--- src/rtl/sighb_pkg.sv ---
package sighb_pkg;
  // Modular add for ring indices; depth need not be a power of two.
  function automatic int unsigned ring_add(int unsigned a, int unsigned b, int unsigned depth);
    int unsigned s;
    s = a + b;
    if (s >= depth) s = s - depth;
    return s;
  endfunction

  // Number of live entries held in the ring.
  function automatic int unsigned live_count(logic full, int unsigned wptr, int unsigned depth);
    return full ? depth : wptr;
  endfunction

  // Index of the oldest live entry.
  function automatic int unsigned oldest_idx(logic full, int unsigned wptr);
    return full ? wptr : 0;
  endfunction
endpackage

--- src/rtl/sighb_cfg_chain.sv ---
module sighb_cfg_chain #(
  parameter int ST_W = 8
) (
  input  logic            clk,
  input  logic            rst_n,
  input  logic            shift_en,
  input  logic            bit_in,
  output logic [ST_W-1:0] target_o,
  output logic [ST_W-1:0] mask_o
);
  localparam int CHAIN_W = 2 * ST_W;

  logic [CHAIN_W-1:0] chain_q;

  always_ff @(posedge clk) begin
    if (!rst_n) chain_q <= '0;
    else if (shift_en) chain_q <= {chain_q[CHAIN_W-2:0], bit_in};
  end

  assign target_o = chain_q[CHAIN_W-1:ST_W];
  assign mask_o   = chain_q[ST_W-1:0];
endmodule

--- src/rtl/sighb_bp_cmp.sv ---
module sighb_bp_cmp #(
  parameter int ST_W = 8
) (
  input  logic [ST_W-1:0] state_i,
  input  logic [ST_W-1:0] target_i,
  input  logic [ST_W-1:0] mask_i,
  output logic            match_o
);
  logic [ST_W-1:0] miss;

  for (genvar b = 0; b < ST_W; b++) begin : g_bit
    assign miss[b] = mask_i[b] & (state_i[b] ^ target_i[b]);
  end

  assign match_o = (miss == '0);
endmodule

--- src/rtl/sighb_ring.sv ---
module sighb_ring #(
  parameter int SIG_W = 8,
  parameter int DEPTH = 8
) (
  input  logic                       clk,
  input  logic                       rst_n,
  input  logic                       clr,
  input  logic                       wr_en,
  input  logic [SIG_W-1:0]           wr_data,
  input  logic                       rd_en,
  input  logic                       rd_block,
  output logic [SIG_W-1:0]           rd_data,
  output logic                       rd_valid,
  output logic [$clog2(DEPTH+1)-1:0] count
);
  import sighb_pkg::*;

  localparam int PTR_W = (DEPTH > 1) ? $clog2(DEPTH) : 1;
  localparam int CNT_W = $clog2(DEPTH + 1);

  logic [SIG_W-1:0] mem [DEPTH];
  logic [PTR_W-1:0] wr_ptr;
  logic [CNT_W-1:0] rd_idx;
  logic             full;
  logic [PTR_W-1:0] rd_addr;
  logic [PTR_W-1:0] wr_next;
  logic             rd_fire;

  assign count   = CNT_W'(live_count(full, int'(wr_ptr), DEPTH));
  assign rd_addr = PTR_W'(ring_add(oldest_idx(full, int'(wr_ptr)), int'(rd_idx), DEPTH));
  assign wr_next = PTR_W'(ring_add(int'(wr_ptr), 1, DEPTH));
  assign rd_fire = rd_en && !rd_block && (rd_idx < count);

  always_ff @(posedge clk) begin
    if (wr_en && !clr) mem[wr_ptr] <= wr_data;
  end

  always_ff @(posedge clk) begin
    if (!rst_n || clr) begin
      wr_ptr   <= '0;
      full     <= 1'b0;
      rd_idx   <= '0;
      rd_data  <= '0;
      rd_valid <= 1'b0;
    end else begin
      if (wr_en) begin
        wr_ptr <= wr_next;
        if (wr_ptr == PTR_W'(DEPTH - 1)) full <= 1'b1;
      end
      if (rd_fire) begin
        rd_data  <= mem[rd_addr];
        rd_valid <= 1'b1;
        rd_idx   <= rd_idx + 1'b1;
      end else begin
        rd_data  <= '0;
        rd_valid <= 1'b0;
      end
    end
  end
endmodule

--- src/rtl/sig_history_buf.sv ---
module sig_history_buf #(
  parameter int SIG_W = 8,
  parameter int ST_W  = 8,
  parameter int DEPTH = 8
) (
  input  logic                       clk,
  input  logic                       rst_n,
  input  logic                       arm,
  input  logic                       sig_valid,
  input  logic [SIG_W-1:0]           sig_data,
  input  logic [ST_W-1:0]            state_vec,
  input  logic                       cfg_shift,
  input  logic                       cfg_bit,
  output logic                       bp_hit,
  input  logic                       rd_req,
  output logic [SIG_W-1:0]           rd_data,
  output logic                       rd_valid,
  output logic [$clog2(DEPTH+1)-1:0] rd_count
);
  localparam int CNT_W = $clog2(DEPTH + 1);

  logic [ST_W-1:0] tgt;
  logic [ST_W-1:0] msk;
  logic            bp_match;
  logic            rec_on;
  logic            wr_fire;

  sighb_cfg_chain #(.ST_W(ST_W)) u_cfg (
    .clk(clk), .rst_n(rst_n), .shift_en(cfg_shift), .bit_in(cfg_bit),
    .target_o(tgt), .mask_o(msk)
  );

  sighb_bp_cmp #(.ST_W(ST_W)) u_cmp (
    .state_i(state_vec), .target_i(tgt), .mask_i(msk), .match_o(bp_match)
  );

  assign wr_fire = rec_on && sig_valid && !arm;

  always_ff @(posedge clk) begin
    if (!rst_n) begin
      rec_on <= 1'b0;
      bp_hit <= 1'b0;
    end else if (arm) begin
      rec_on <= 1'b1;
      bp_hit <= 1'b0;
    end else if (rec_on && bp_match) begin
      rec_on <= 1'b0;
      bp_hit <= 1'b1;
    end
  end

  sighb_ring #(.SIG_W(SIG_W), .DEPTH(DEPTH)) u_ring (
    .clk(clk), .rst_n(rst_n), .clr(arm), .wr_en(wr_fire), .wr_data(sig_data),
    .rd_en(rd_req), .rd_block(rec_on), .rd_data(rd_data), .rd_valid(rd_valid),
    .count(rd_count)
  );
endmodule

--- config.mk ---
export PLATFORM = sky130hd
export DESIGN_NAME = sig_history_buf
export DESIGN_NICKNAME = d
export VERILOG_FILES = /design/src/rtl/sighb_pkg.sv /design/src/rtl/sighb_cfg_chain.sv /design/src/rtl/sighb_bp_cmp.sv /design/src/rtl/sighb_ring.sv /design/src/rtl/sig_history_buf.sv
export SDC_FILE = /design/constraint.sdc
export NUM_CORES = 1
export LEC_CHECK = 0
export BUFFER_PORTS_ARGS = -buffer_cell sky130_fd_sc_hd__buf_2
export CAP_MARGIN = 20
export CORE_MARGIN = 1.5
export CORE_UTILIZATION = 61
export CTS_BUF_LIST = sky130_fd_sc_hd__clkbuf_16
export CTS_CLUSTER_DIAMETER = 60
export CTS_CLUSTER_SIZE = 14
export DETAILED_ROUTE_END_ITERATION = 10
export PLACE_DENSITY = 0.78
export SETUP_SLACK_MARGIN = 0.4
export SYNTH_ARGS = -nofsm -noshare
export SYNTH_HDL_FRONTEND = slang
export SYNTH_HIERARCHICAL = 1
export SYNTH_SLANG_ARGS = --single-unit
--- constraint.sdc ---
create_clock -name clk -period 3.58 [get_ports clk]
set_clock_uncertainty 0.05 [all_clocks]
set_input_delay 0.537 -clock clk [delete_from_list [all_inputs] [get_ports clk]]
set_output_delay 0.537 -clock clk [all_outputs]
set_load 0.01 [all_outputs]
# [Word-level counts from Yosys, hierarchy flattened]
# Memory sizes are Yosys's and may differ from the RTL's. A register that Yosys moved wholly into a read port is not among the register bits.
# Cells that the tools add are included.
[word_totals] out_inout_bits=14 regBits=27 mem_bits_rw=64 wordCells=59 in_bits=23 memories=1
[mem_list] memory="u_ring.mem" depth=8 width=8 rd=1 rd_ports_with_merged_regs=1 wr=1 line="sighb_ring.sv:21" text="logic [SIG_W-1:0] mem [DEPTH];"
[classes] bitwise=18 muxes=9 n_eq_ne=1 addsub=5 n_reduce_logical=15 magnitude_cmp=3
[ops] operator="$ge A32 B4 Y1 const B" count=1
[ops] operator="$mux W3" count=3
[ops] operator="$and A1 B1 Y1" count=8
[ops] operator="$logic_not A8 Y1" count=1
[ops] operator="$xor A1 B1 Y1" count=8
[ops] operator="$logic_and A1 B1 Y1" count=6
[ops] operator="$sub A3 B1 Y3 const B" count=2
[ops] operator="$add A3 B4 Y5" count=1
[ops] operator="$mux W1" count=5
[ops] operator="$add A3 B1 Y4 const B" count=1
[ops] operator="$add A4 B1 Y4 const B" count=1
[ops] operator="$ge A4 B4 Y1 const B" count=1
[ops] operator="$lt A4 B4 Y1" count=1
[ops] operator="$mux W4" count=1
[ops] operator="$reduce_or A2 Y1" count=2
[ops] operator="$eq A3 B3 Y1 const B" count=1
[ops] operator="$logic_not A1 Y1" count=3
[ops] operator="$not A1 Y1" count=2
[ops] operator="$reduce_and A2 Y1" count=1
[ops] operator="$reduce_bool A2 Y1" count=1
[ops] operator="$logic_or A1 B1 Y1" count=1

# [Logic depth before layout (Yosys ltp)]
[logic_depth] word_depth=6 ltp_mapped=10 depth_no_buf=8

# [By module]
# Netlist, hierarchy kept.
[by_module_without_submodules] mod="sighb_ring" cells_per_inst=185 instances=1 area_each_um2=3230.6 seq_area_each_um2=2262.2
[by_module_without_submodules] mod="sighb_cfg_chain" cells_per_inst=51 instances=1 area_each_um2=615.6 seq_area_each_um2=320.3
[by_module_without_submodules] mod="sighb_bp_cmp" cells_per_inst=13 instances=1 area_each_um2=108.9 seq_area_each_um2=0.0
[by_module_without_submodules] mod="sig_history_buf" cells_per_inst=7 instances=1 area_each_um2=81.3 seq_area_each_um2=40.0

# [Least setup slack after synthesis]
# OpenSTA, ideal clock, no wires.
[synth_path] kind="input port to flip-flop" startpoint="in arm" endpoint="mem u_ring.mem[0][0] (enable)" arrival_time_ns=1.952 path_buffers=1 slack_ns=1.183 path_stages=4 setup_ns=0.395 required_time_ns=3.135 path_cell_list="and3b_2 clkbuf_1 nand2b_1 nor4_1"
[synth_between] elab_chain_cells=5
[synth_rtl] item="from (decl)" line="sig_history_buf.sv:8" text="input logic arm,"
[synth_rtl] item="$logic_not A1 Y1 (*)" line="sighb_ring.sv:35, sig_history_buf.sv:37"
[synth_rtl] item="$logic_and A1 B1 Y1" line="sig_history_buf.sv:37" text="assign wr_fire = rec_on && sig_valid && !arm;"
[synth_rtl] item="$logic_and A1 B1 Y1 (*)" line="sighb_ring.sv:35" text="if (wr_en && !clr) mem[wr_ptr] <= wr_data;"
[synth_rtl] item="$mux W1 (*)" line="sighb_ring.sv:35"
[synth_rtl] item="$mux W1 (implied by the code) (*)" line="sighb_ring.sv:35"
[synth_rtl] item="to (decl)" line="sighb_ring.sv:21"
# Mark *: on every way between the ends. The rest lies on a longest branch, timed or not.

# [Worst setup path in the final report]
[layout_path] startpoint="reg u_ring.full" endpoint="reg u_ring.rd_data[7], read port of u_ring.mem"
[layout_between] elab_chain_cells=5 word_cells_on_any_way=10 classes_between="add/sub (2); order compare (2); mux (3); bitwise (1); reduce/logical (2)"
[layout_rtl] item="from (decl)" line="sighb_ring.sv:24" text="logic full;"
[layout_rtl] item="from (signal assigned)" line="sighb_ring.sv:41" text="full <= 1'b0;"
[layout_rtl] item="from (signal assigned)" line="sighb_ring.sv:48" text="if (wr_ptr == PTR_W'(DEPTH - 1)) full <= 1'b1;"
[layout_rtl] item="branches (longest 5 deep; another with $ge A32 B4 Y1)"
[layout_rtl] item="to (decl)" line="sighb_ring.sv:12" text="output logic [SIG_W-1:0] rd_data,"
# Several ways; the timed one is not identified.
# A chain may end at the register's enable or synchronous reset.

==> results.json <==
{
  "worstMarginPinSlew_ns": 0.9700,
  "swShare": 0.2004,
  "area_delta_synth_final_pct": 11.93,
  "post-dp-hpwl_um": 4339,
  "top_layer": "met4",
  "via_per_inst": 5.669,
  "rsz0062_at_grt": "false",
  "path_class": "reg2reg",
  "insertedDiodeCount": 0,
  "post-route-period-util": 0.7585,
  "hold_start": "sig_data[6]",
  "die_x_um": 84.35,
  "clk_pin_slew_ns": 0.06,
  "hold_viol": 0,
  "start_kind": "flip-flop",
  "hold_buffers": 0,
  "max-slew-margin-rel": 0.3509,
  "synth-main-ff-cell": "edfxtp_1",
  "synth_top_family_by_area": "multiplexers",
  "min_period_ns": 2.715,
  "pwr_density_cell_nw_per_um2": 472.8,
  "drv_cap": 0,
  "nets": 324,
  "initial_core_util": 0.6321,
  "pwr-share-seq": 0.571,
  "grt_usage": 0.2104,
  "combPwrFrac": 0.025,
  "die_h_um": 84.35,
  "drt_iter0_drc": 101,
  "design_area_um2": 4518,
  "yosys_warnings": 6,
  "vias": 2126,
  "root_buffer": "clkbuf_16",
  "gp_congestion": 0.7180,
  "peakVddDrop_mv": 0.3347,
  "drcViolationCount": 0,
  "synth-seq-cells": 99,
  "crit_required_ns": 3.74,
  "first_pass_iters": 4,
  "setup_tns_ns": 0,
  "ant_nets": 0,
  "timing.rr.start": "u_ring/full$_SDFFE_PP0P_",
  "ios": 37,
  "met1_length_um": 2827,
  "port_buffers": 36,
  "synth_xor_xnor_area_share": 0.03069,
  "wl_met3_um": 261,
  "fmax_mhz": 368.3,
  "grt_pass1_vias": 2178,
  "cts_made_buffers": 9,
  "avgSynthCellArea_um2": 15.77,
  "netlist_instances": 256,
  "grt_antenna_before_repair": 0,
  "dieArea_um2": 7114,
  "rows": 29,
  "final_cell_mix": "64 x edfxtp_1, 36 x buf_2, 35 x dfxtp_1",
  "clockBufferDepth": 2,
  "finalSetupViolations": 0,
  "p_switching_uw": 428.1,
  "synth-compound-area-share": 0.02480,
  "synth.area.mux_share": 0.1562,
  "postCtsSetupBuffers": 0,
  "syn-cell-area_um2": 4036,
  "clkPwrFrac": 0.404,
  "place_ws_ns": 0.8870,
  "crit_start": "u_ring/full$_SDFFE_PP0P_",
  "synth.distinct_cells": 38,
  "synth_simple_gate_area_frac": 0.08431,
  "clock_latency_ns": 0.34,
  "grt.overflow.total": 0,
  "synth_fa_ha_area_frac": 0.02666,
  "status": "complete, no violations",
  "ctsResizeCount": 0,
  "synthesis.nets": 287,
  "h-tree-depth": 3,
  "r2r_slack_ns": 0.86,
  "grt_max_degree": 20,
  "cts_tree": "built",
  "post_dp_cell_area_um2": 4250,
  "cp-end-kind": "flip-flop",
  "avgRoutedWirePerCell_um": 18.02,
  "finalPower_mw": 2.136,
  "grt_first_pass_wirelength_um": 10990,
  "p_leak_nw": 1.646,
  "slew_viol_final": 0,
  "yosysSeqAreaShare": 0.6497,
  "fp.coreArea_um2": 6386,
  "drt-total-wl_um": 6756,
  "crit_arrival_ns": 2.88,
  "critPathMaxFanout": 16,
  "routed-wl-met2_um": 3511,
  "internal-power_mw": 1.708,
  "ys_async_sr_fraction": 0,
  "hold_class": "in2reg",
  "clkSinkCount": 99,
  "drive_gt1_frac": 0.2550,
  "layout_setup_ws_ns": 0.8645,
  "mostFrequentLayoutCell": "edfxtp_1",
  "synth_edf_count": 64
}
[registers in the layout, indices dropped and copies added, names as in the netlist]
signal           count
bp_hit               1
u_cfg/chain_q       16
u_ring/wr_ptr        3
u_ring/rd_valid      1
u_ring/full          1
rec_on               1
u_ring/rd_data       8
u_ring/mem          64
u_ring/rd_idx        4
[cells by family after synthesis]
group,count (synthesis)
AOI/OAI and AO/OA,14
xor gates and xnor gates,12
adders and majority gates,8
buffers and inverters,20
DFF,99
muxes,43
and+or+nand+nor,60
[cell type report]
cell class                      instances  area, um2
Multi-Input combinational cell        137       1303
Tap cell                               77      96.34
Sequential cell                        99       2623
Timing Repair Buffer                   39      202.7
Clock inverter                          7      42.54
Fill cell                             434       1868
Clock buffer                            9      225.2
Inverter                                7      26.28
[worst paths after layout]
check                                        to  cells past startpoint
setup / recovery   u_ring/rd_data[7]$_SDFF_PP0_                      7
hold / removal       u_ring/mem[2][6]$_DFFE_PP_                      1
setup reg to reg   u_ring/rd_data[7]$_SDFF_PP0_                      7
hold reg to reg   u_ring/rd_idx[3]$_SDFFE_PP0P_                      2
[synthesized netlist by cell type, types with 2 or more instances]
library cell	number	share of area
mux2i_1	27	0.067
edfxtp_1	64	0.48
xor2_1	9	0.020
clkbuf_1	4	0.0037
dfxtp_1	35	0.17
nand2_1	6	0.0056
xnor2_1	2	0.0043
nand2b_1	2	0.0031
buf_2	4	0.0050
a21oi_1	4	0.0050
o21ai_0	2	0.0025
or3_1	2	0.0031
inv_1	7	0.0065
ha_1	7	0.022
nor4_1	2	0.0031
mux4_2	16	0.089
buf_4	2	0.0037
nor2_1	21	0.020
nor2b_1	18	0.028
a22oi_1	4	0.0074
[stage by stage]
stage	std cells	hold WS, ns	utilization
finish	375	0.4142	0.7075
global route	375	0.4138	0.7075
CTS	375	0.4035	0.7075
detailed placement	359	0.4401	0.6656
global placement	359	0.4290	0.6656
floorplan	256	0.4124	-
[power groups by stage]
| stage | combinational (mW) | sequential (mW) | clock [mW] |
|---|---|---|---|
| CTS | 0.0539 | 1.22 | 0.884 |
| finish | 0.0531 | 1.22 | 0.864 |
| global route | 0.0587 | 1.22 | 0.919 |
| floorplan | 0.0303 | 1.24 | 0 |
| global placement | 0.0523 | 1.24 | 0 |
| detailed placement | 0.0538 | 1.24 | 0 |
[worst max-delay path, cell delays in order (launching register included)]
cell and delay (ns):
dfxtp_1 0.50, and2_1 0.18, ha_1 0.13, inv_1 0.05
fa_1 1.05, mux4_2 0.43, mux2i_1 0.15, nor2_1 0.05
[routing by layer]
metal	global-route usage	up-vias
met5	0	-
met3	0.04326	10
met2	0.3564	54
met1	0.2571	1040
li1	-	1022
met4	0.1085	0
Power figures use the tool's default switching activity.
